--- config.mk ---
export PLATFORM = sky130hd
export DESIGN_NAME = spi_sck_divider
export DESIGN_NICKNAME = d
export VERILOG_FILES = /design/src/rtl/spi_sck_pkg.sv /design/src/rtl/sck_cfg_reg.sv /design/src/rtl/sck_phase_counter.sv /design/src/rtl/sck_wave_gen.sv /design/src/rtl/spi_sck_divider.sv
export SDC_FILE = /design/constraint.sdc
export NUM_CORES = 1
export LEC_CHECK = 0
export ABC_AREA = 1
export ABC_CLOCK_PERIOD_IN_PS = 5400
export BUFFER_PORTS_ARGS = -buffer_cell sky130_fd_sc_hd__buf_2
export CORE_UTILIZATION = 45
export DETAILED_ROUTE_END_ITERATION = 7
export GPL_TIMING_DRIVEN = 0
export PLACE_DENSITY = 0.7
export SETUP_SLACK_MARGIN = 0.1
export SLEW_MARGIN = 10
export SYNTH_ARGS = -nofsm -noshare
export SYNTH_HDL_FRONTEND = slang
export SYNTH_SLANG_ARGS = --single-unit
--- constraint.sdc ---
create_clock -name clk -period 5.4 [get_ports clk]
set_clock_uncertainty 0.15 [all_clocks]
set_input_delay 0.27 -clock clk [delete_from_list [all_inputs] [get_ports clk]]
set_output_delay 0.27 -clock clk [all_outputs]
set_load 0.1 [all_outputs]
--- src/rtl/spi_sck_pkg.sv ---
// Package spi_sck_pkg
// Shared constants for the SPI clock generator: clock-word field positions,
// field width and the reset values of the stored word.
package spi_sck_pkg;
    localparam int SCK_REG_W   = 32;
    localparam int SCK_FIELD_W = 6;
    localparam int SCK_SRC_BIT = 31;
    localparam int SCK_DIV_LSB = 12;
    localparam int SCK_HI_LSB  = 6;
    localparam int SCK_LO_LSB  = 0;

    // Reset contents of the stored word: fastest rate, internal source.
    localparam logic [SCK_FIELD_W-1:0] SCK_DIV_RST = SCK_FIELD_W'(1);
    localparam logic [SCK_FIELD_W-1:0] SCK_HI_RST  = '0;

    // Decoded clock word as seen by the counter and waveform stages.
    typedef struct packed {
        logic                   alt_src;
        logic [SCK_FIELD_W-1:0] div;
        logic [SCK_FIELD_W-1:0] hi;
    } sck_cfg_t;
endpackage

--- src/rtl/sck_cfg_reg.sv ---
// Module sck_cfg_reg
// Holds the decoded clock word. It accepts a write only while run is low.
// At load time it clamps the period value to at least 1 and the high value
// to below the period value. The low-count field and the spare bits are
// not used.
// Assumes: cfg_data is valid in the cycle cfg_wr is high.
module sck_cfg_reg #(
    parameter int REG_W   = spi_sck_pkg::SCK_REG_W,
    parameter int CNT_W   = spi_sck_pkg::SCK_FIELD_W,
    parameter int SRC_BIT = spi_sck_pkg::SCK_SRC_BIT,
    parameter int DIV_LSB = spi_sck_pkg::SCK_DIV_LSB,
    parameter int HI_LSB  = spi_sck_pkg::SCK_HI_LSB,
    parameter int LO_LSB  = spi_sck_pkg::SCK_LO_LSB
) (
    input  logic             clk,
    input  logic             rst_n,
    input  logic             run,
    input  logic             cfg_wr,
    input  logic [REG_W-1:0] cfg_data,
    output logic             alt_src,
    output logic [CNT_W-1:0] div_eff,
    output logic [CNT_W-1:0] hi_eff
);
    localparam int SPARE_LSB = DIV_LSB + CNT_W;
    localparam logic [CNT_W-1:0] ONE = CNT_W'(1);

    logic [CNT_W-1:0] div_raw;
    logic [CNT_W-1:0] hi_raw;
    logic [CNT_W-1:0] div_new;
    logic [CNT_W-1:0] hi_new;
    logic             load;

    // Fields without effect on the waveform, gathered so they are visibly consumed.
    logic unused_cfg_bits;
    assign unused_cfg_bits = ^{cfg_data[SRC_BIT-1:SPARE_LSB], cfg_data[LO_LSB+CNT_W-1:LO_LSB]};

    // Extract the raw period and high fields from the written word.
    always_comb begin
        div_raw = cfg_data[DIV_LSB +: CNT_W];
        hi_raw  = cfg_data[HI_LSB +: CNT_W];
    end

    // Clamp the period to at least 1 and the high phase to below the period.
    always_comb begin
        div_new = (div_raw == '0) ? ONE : div_raw;
        hi_new  = (hi_raw >= div_new) ? (div_new - ONE) : hi_raw;
    end

    // A write is taken only while the engine is idle.
    assign load = cfg_wr && !run;

    // Clock-word storage with synchronous reset to the default rate.
    always_ff @(posedge clk) begin
        if (!rst_n) begin
            alt_src <= 1'b0;
            div_eff <= spi_sck_pkg::SCK_DIV_RST;
            hi_eff  <= spi_sck_pkg::SCK_HI_RST;
        end else if (load) begin
            alt_src <= cfg_data[SRC_BIT];
            div_eff <= div_new;
            hi_eff  <= hi_new;
        end
    end
endmodule

--- src/rtl/sck_phase_counter.sv ---
// Module sck_phase_counter
// Phase counter of the clock generator. In the first run cycle it arms and
// clears. After that it steps on each enabled tick from 0 up to the period
// value and wraps. When run is low it is held cleared and disarmed.
// Assumes: div_eff is at least 1 and does not change while run is high.
module sck_phase_counter #(
    parameter int CNT_W = spi_sck_pkg::SCK_FIELD_W
) (
    input  logic             clk,
    input  logic             rst_n,
    input  logic             run,
    input  logic             tick,
    input  logic [CNT_W-1:0] div_eff,
    output logic             active,
    output logic             start,
    output logic             adv,
    output logic [CNT_W-1:0] cnt_q,
    output logic [CNT_W-1:0] cnt_next
);
    // Start in the first run cycle; advance on ticks once armed.
    always_comb begin
        start = run && !active;
        adv   = run && active && tick;
    end

    // Next count value with wrap at the period value.
    always_comb begin
        if (cnt_q == div_eff) begin
            cnt_next = '0;
        end else begin
            cnt_next = cnt_q + CNT_W'(1);
        end
    end

    // Arm flag and counter register.
    always_ff @(posedge clk) begin
        if (!rst_n || !run) begin
            active <= 1'b0;
            cnt_q  <= '0;
        end else if (start) begin
            active <= 1'b1;
            cnt_q  <= '0;
        end else if (adv) begin
            cnt_q  <= cnt_next;
        end
    end
endmodule

--- src/rtl/sck_wave_gen.sv ---
// Module sck_wave_gen
// Registers the SCK level from the next counter value and emits one-cycle
// edge strobes in the same cycle the level changes. SCK and both strobes
// are cleared whenever run is low.
// Assumes: start and adv are never high together.
module sck_wave_gen #(
    parameter int CNT_W = spi_sck_pkg::SCK_FIELD_W
) (
    input  logic             clk,
    input  logic             rst_n,
    input  logic             run,
    input  logic             start,
    input  logic             adv,
    input  logic [CNT_W-1:0] cnt_next,
    input  logic [CNT_W-1:0] hi_eff,
    output logic             sck,
    output logic             sample_stb,
    output logic             shift_stb
);
    logic next_level;

    // SCK is high while the count is within the high phase.
    assign next_level = (cnt_next <= hi_eff);

    // Level and strobe registers.
    always_ff @(posedge clk) begin
        if (!rst_n || !run) begin
            sck        <= 1'b0;
            sample_stb <= 1'b0;
            shift_stb  <= 1'b0;
        end else if (start) begin
            sck        <= 1'b1;
            sample_stb <= 1'b1;
            shift_stb  <= 1'b0;
        end else if (adv) begin
            sck        <= next_level;
            sample_stb <= next_level && !sck;
            shift_stb  <= !next_level && sck;
        end else begin
            sample_stb <= 1'b0;
            shift_stb  <= 1'b0;
        end
    end
endmodule

--- src/rtl/spi_sck_divider.sv ---
// Module spi_sck_divider
// Top of the SPI serial-clock generator. It joins the clock-word register,
// the phase counter and the waveform stage, and selects the step source
// (every cycle, or alt_tick cycles only).
// Assumes: the engine leaves the clock word alone during transfers.
module spi_sck_divider #(
    parameter int REG_W   = spi_sck_pkg::SCK_REG_W,
    parameter int CNT_W   = spi_sck_pkg::SCK_FIELD_W,
    parameter int SRC_BIT = spi_sck_pkg::SCK_SRC_BIT,
    parameter int DIV_LSB = spi_sck_pkg::SCK_DIV_LSB,
    parameter int HI_LSB  = spi_sck_pkg::SCK_HI_LSB,
    parameter int LO_LSB  = spi_sck_pkg::SCK_LO_LSB
) (
    input  logic             clk,
    input  logic             rst_n,
    input  logic             run,
    input  logic             alt_tick,
    input  logic             cfg_wr,
    input  logic [REG_W-1:0] cfg_data,
    output logic             sck,
    output logic             sample_stb,
    output logic             shift_stb
);
    logic             alt_src;
    logic [CNT_W-1:0] div_eff;
    logic [CNT_W-1:0] hi_eff;
    logic             tick;
    logic             active;
    logic             start;
    logic             adv;
    logic [CNT_W-1:0] cnt_q;
    logic [CNT_W-1:0] cnt_next;

    // Stored clock word.
    sck_cfg_reg #(
        .REG_W  (REG_W),
        .CNT_W  (CNT_W),
        .SRC_BIT(SRC_BIT),
        .DIV_LSB(DIV_LSB),
        .HI_LSB (HI_LSB),
        .LO_LSB (LO_LSB)
    ) u_cfg (
        .clk     (clk),
        .rst_n   (rst_n),
        .run     (run),
        .cfg_wr  (cfg_wr),
        .cfg_data(cfg_data),
        .alt_src (alt_src),
        .div_eff (div_eff),
        .hi_eff  (hi_eff)
    );

    // Step source: every cycle or alt_tick cycles only.
    assign tick = alt_src ? alt_tick : 1'b1;

    // Phase counter.
    sck_phase_counter #(.CNT_W(CNT_W)) u_cnt (
        .clk     (clk),
        .rst_n   (rst_n),
        .run     (run),
        .tick    (tick),
        .div_eff (div_eff),
        .active  (active),
        .start   (start),
        .adv     (adv),
        .cnt_q   (cnt_q),
        .cnt_next(cnt_next)
    );

    // SCK level and edge strobes.
    sck_wave_gen #(.CNT_W(CNT_W)) u_wave (
        .clk       (clk),
        .rst_n     (rst_n),
        .run       (run),
        .start     (start),
        .adv       (adv),
        .cnt_next  (cnt_next),
        .hi_eff    (hi_eff),
        .sck       (sck),
        .sample_stb(sample_stb),
        .shift_stb (shift_stb)
    );
endmodule

==> summary.md <==
| Metric | Value |
|---|---|
| Die boundary height | 60.9 um |
| Hold Path Sink | u_cfg.alt_src$_SDFFE_PN0P_ |
| Crit-path max FO | 6 |
| Worst slew pin tran | 0.487 ns |
| First drt pass iteration count | 4 |
| Psw | approximately 0.11 mW |
| CP arrival | 2.40 ns |
| Post-Syn Instances | around 220 |
| IO Port Bufs | 20 |
| Power Total | between 0.3 and 0.4 mW |
| Fin. Hold Viols | 0 |
| Final period util | between 40% and 50% |
| Worst setup EP type | register |
| Status | complete, no violations |
| H-Tree Level Count | 1 |
| Vias per cell | roughly 4.6 |
| Fillers | 367 |
| Total negative setup slack | 0 ns |
| DP Wirelength | 2400 um |
| Area growth from synthesis to layout | 11.8% |
| Initial antenna violation count | 0 |
| Gr usage total | approximately 19% |
| Logic gate share of total power | between 20% and 30% |
| Mux contribution to synthesized area | 0% |
| Setup bufs post-CTS | 0 |
| Top post-synthesis cells by area | dfxtp_1 (30%), inv_1 (12%), ha_1 (11%), nand2_1 (9.6%), a21oi_1 (5.8%) |
| Power share of the clock group | a little under a quarter |
| Root Buffer | clkbuf_4 |
| Largest net degree at the start of global routing | 13 |
| RSZ-0062 raised after global routing | no |
| Wire length per cell | around 10 um |
| Vias in the first global route | about 1200 |
| Initial core utilization | between 40% and 50% |
| Cell-internal power | about 0.24 mW |
| Reg power frac | between 50% and 60% |
| Post-Synth XOR/XNOR Area | ~4% |
| Routed Antenna Nets | 0 |
| Worst path required time | ~5.5 ns |
| Leakage power | 0.963 nW |
| First-pass GRT wire length | about 5300 um |
| Most frequent cells in the layout | inv_1 (48), nand2_1 (40), dfxtp_1 (23) |
| Area leader, netlist | dfxtp_1 |
| Sink Count | 23 |
| Syn nets | 275 |
| Final Slew Violations | 0 |
| Largest family of logic cells by synthesized area | simple AND/OR/NAND/NOR gates |
| Min Tclk post-route | 2.33 ns |
| Core box area | 0.00334 mm^2 |
| Clock buffer depth | 2 |
| Wirelength, routed | between 2000 and 3000 um |
| GP Congestion | between 0.8 and 0.9 |
| Full die area | 0.00370 mm^2 |
| Relative slew margins | around two thirds |
| Proportion of layout cells with a drive suffix above 1 | between 10% and 20% |
| Via count | between 1000 and 1500 |
| Mean post-synth cell area | just under 7 um^2 |
| Final setup fails | 0 |
| YS warnings | 0 |
| TritonCTS clock tree | yes |
| Cts hold-fix bufs | 0 |
| Final core utilization | between 50% and 60% |
| Post-synthesis simple-gate area fraction | between 20% and 30% |
| RR Endpoint | u_wave.sck$_SDFFE_PP0P_ |
| Die Wd | 60.9 um |
| Reg2Reg Depth | 15 |
| Post-synth top area share | 29.5% |
| Pwr/cell area | between 150 and 200 mW/mm^2 |
| Cell Area, Synth | ~0.0016 mm^2 |
| MaxCap Viol Count | 0 |
| Num rows | 21 |
| R2r setup slk | 3.07 ns |
| Commonest non-fill, non-tap cell in the layout | inv_1 |
| DRC violations left | 0 |
| Maximum VDD drop | between 0.1 and 0.15 mV |
| Synth Area in Compound Gates | between 10% and 20% |
| Hold crit path type | in2reg |
| Hold Crit Depth | 3 |
| CP Class | reg2reg |
| Diodes inserted | 0 |
| Clock Latency Late Sink | roughly 0.31 ns |
| TritonCTS Buffers | 3 |
| I/O Pins | 40 |
| Drt initial violations | 34 |
| Fmax | 430 MHz |
| Switching portion of total power | a little under a third |
| Adder-cell share of the synthesized area | 11.2% |
| Yosys cell types | 27 |
| Min-delay src | cfg_data[31] |
| Post-CTS Resized | 0 |
| Startpoint Class | register |
| Seq cells post-synth | 23 |
| Worst r2r src | u_cnt.cnt_q[0]$_SDFFE_PP0P_ |
| Grt total ovfl | 0 |
| CTS clk-pin slew, worst paths | 0.13 ns |
| Sequential cell area fraction in the yosys report | roughly 30% |
| Final nets | 300 |
==> metrics by stage <==
stage / setup WS (ns) / cells / hold slack (ns) / instance area (um^2)
3_5_place_dp: 3.08 / 290 / 0.311 / 1720
2_1_floorplan: 3.34 / 224 / 0.255 / 1560
3_3_place_gp: 3.10 / 290 / 0.317 / 1720
5_1_grt: 2.66 / 294 / 0.0331 / 1740
6_report: 3.07 / 294 / 0.0303 / 1740
4_1_cts: 3.06 / 294 / 0.0236 / 1740
==> metal layers <==
metal	wire length (um)	vias up	track usage, %	part of all wire [%]
li1	-	751	-	-
met4	25	0	3.90	0.84
met1	1580	582	27.1	53
met3	74	4	4.48	2.5
met5	0	-	0	0
met2	1310	19	30.1	44
==> Yosys cell counts <==
| master | number |
|---|---|
| nand2_4 | 1 |
| nand2_1 | 40 |
| buf_2 | 1 |
| nand2_2 | 3 |
| xor2_1 | 7 |
| a21oi_2 | 5 |
| nand4_1 | 2 |
| nor2_1 | 15 |
| a31o_2 | 1 |
| o21ai_2 | 1 |
| nor2_2 | 2 |
| inv_2 | 1 |
| a21oi_4 | 1 |
| o21bai_1 | 1 |
| nor3_1 | 1 |
| clkbuf_8 | 1 |
| inv_1 | 48 |
| nand3_2 | 2 |
| o21ai_1 | 3 |
| o21ai_0 | 16 |
| clkinv_1 | 1 |
| nor2_4 | 1 |
| ha_1 | 14 |
| nand3_1 | 14 |
| dfxtp_1 | 23 |
| a21oi_1 | 18 |
| nand3_4 | 1 |
==> worst max-delay path, stage by stage, from the launching register on <==
cell     delay, ns
dfxtp_1       0.45
inv_1         0.09
nand2_1       0.06
nand2_1       0.04
nor2_1        0.17
nand3_4       0.14
nand3_2       0.11
inv_1         0.05
ha_1          0.29
nand2_1       0.06
nor2_1        0.13
o21ai_0       0.10
nand3_1       0.07
nand2_1       0.10
o21ai_0       0.16
inv_1         0.05
==> registers in the layout, summed over array words and instances (netlist names) <==
signal / count
u_cfg.div_eff: 6
u_cfg.hi_eff: 6
u_wave.sample_stb: 1
u_cnt.cnt_q: 6
u_cfg.alt_src: 1
u_cnt.active: 1
u_wave.shift_stb: 1
u_wave.sck: 1
==> logic make-up (layout without fill, tap and decap cells) <==
kind of cell	Yosys count	after routing
flops	23	23
compound gates	46	46
simple gates	82	82
xor+xnor	7	7
fa+ha+maj	14	14
buf+inv	52	76
==> power by group through the flow <==
stage	combinational (mW)	sequential, mW	clock, mW
2_1_floorplan	0.0548	0.191	0
3_3_place_gp	0.0806	0.186	0
3_5_place_dp	0.0818	0.186	0
4_1_cts	0.0823	0.182	0.0820
5_1_grt	0.0945	0.184	0.0890
6_report	0.0817	0.182	0.0790
==> cell type report <==
cell class                      instances  area [um^2]  share of cell area (%)
Multi-Input combinational cell        149          892                    51.2
Tap cell                               46         57.6                    3.30
Sequential cell                        23          460                    26.4
Clock buffer                            4         26.3                    1.51
Buffer                                  2         18.8                    1.08
Inverter                               50          188                    10.8
Timing Repair Buffer                   20          100                    5.74
==> worst max-delay path by stage <==
stage	from	slack, ns	endpoint
finish	u_cnt.cnt_q[0]$_SDFFE_PP0P_	3.07	u_wave.sck$_SDFFE_PP0P_
detailed placement	u_cnt.cnt_q[0]$_SDFFE_PP0P_	3.08	u_wave.sck$_SDFFE_PP0P_
global placement	u_cnt.cnt_q[0]$_SDFFE_PP0P_	3.10	u_wave.sck$_SDFFE_PP0P_
floorplan	u_cnt.cnt_q[0]$_SDFFE_PP0P_	3.34	u_wave.sck$_SDFFE_PP0P_
CTS	u_cnt.cnt_q[0]$_SDFFE_PP0P_	3.06	u_wave.sck$_SDFFE_PP0P_
global route	u_cnt.cnt_q[0]$_SDFFE_PP0P_	2.66	u_wave.sck$_SDFFE_PP0P_
Note: power is estimated with default switching activity, not from simulation.
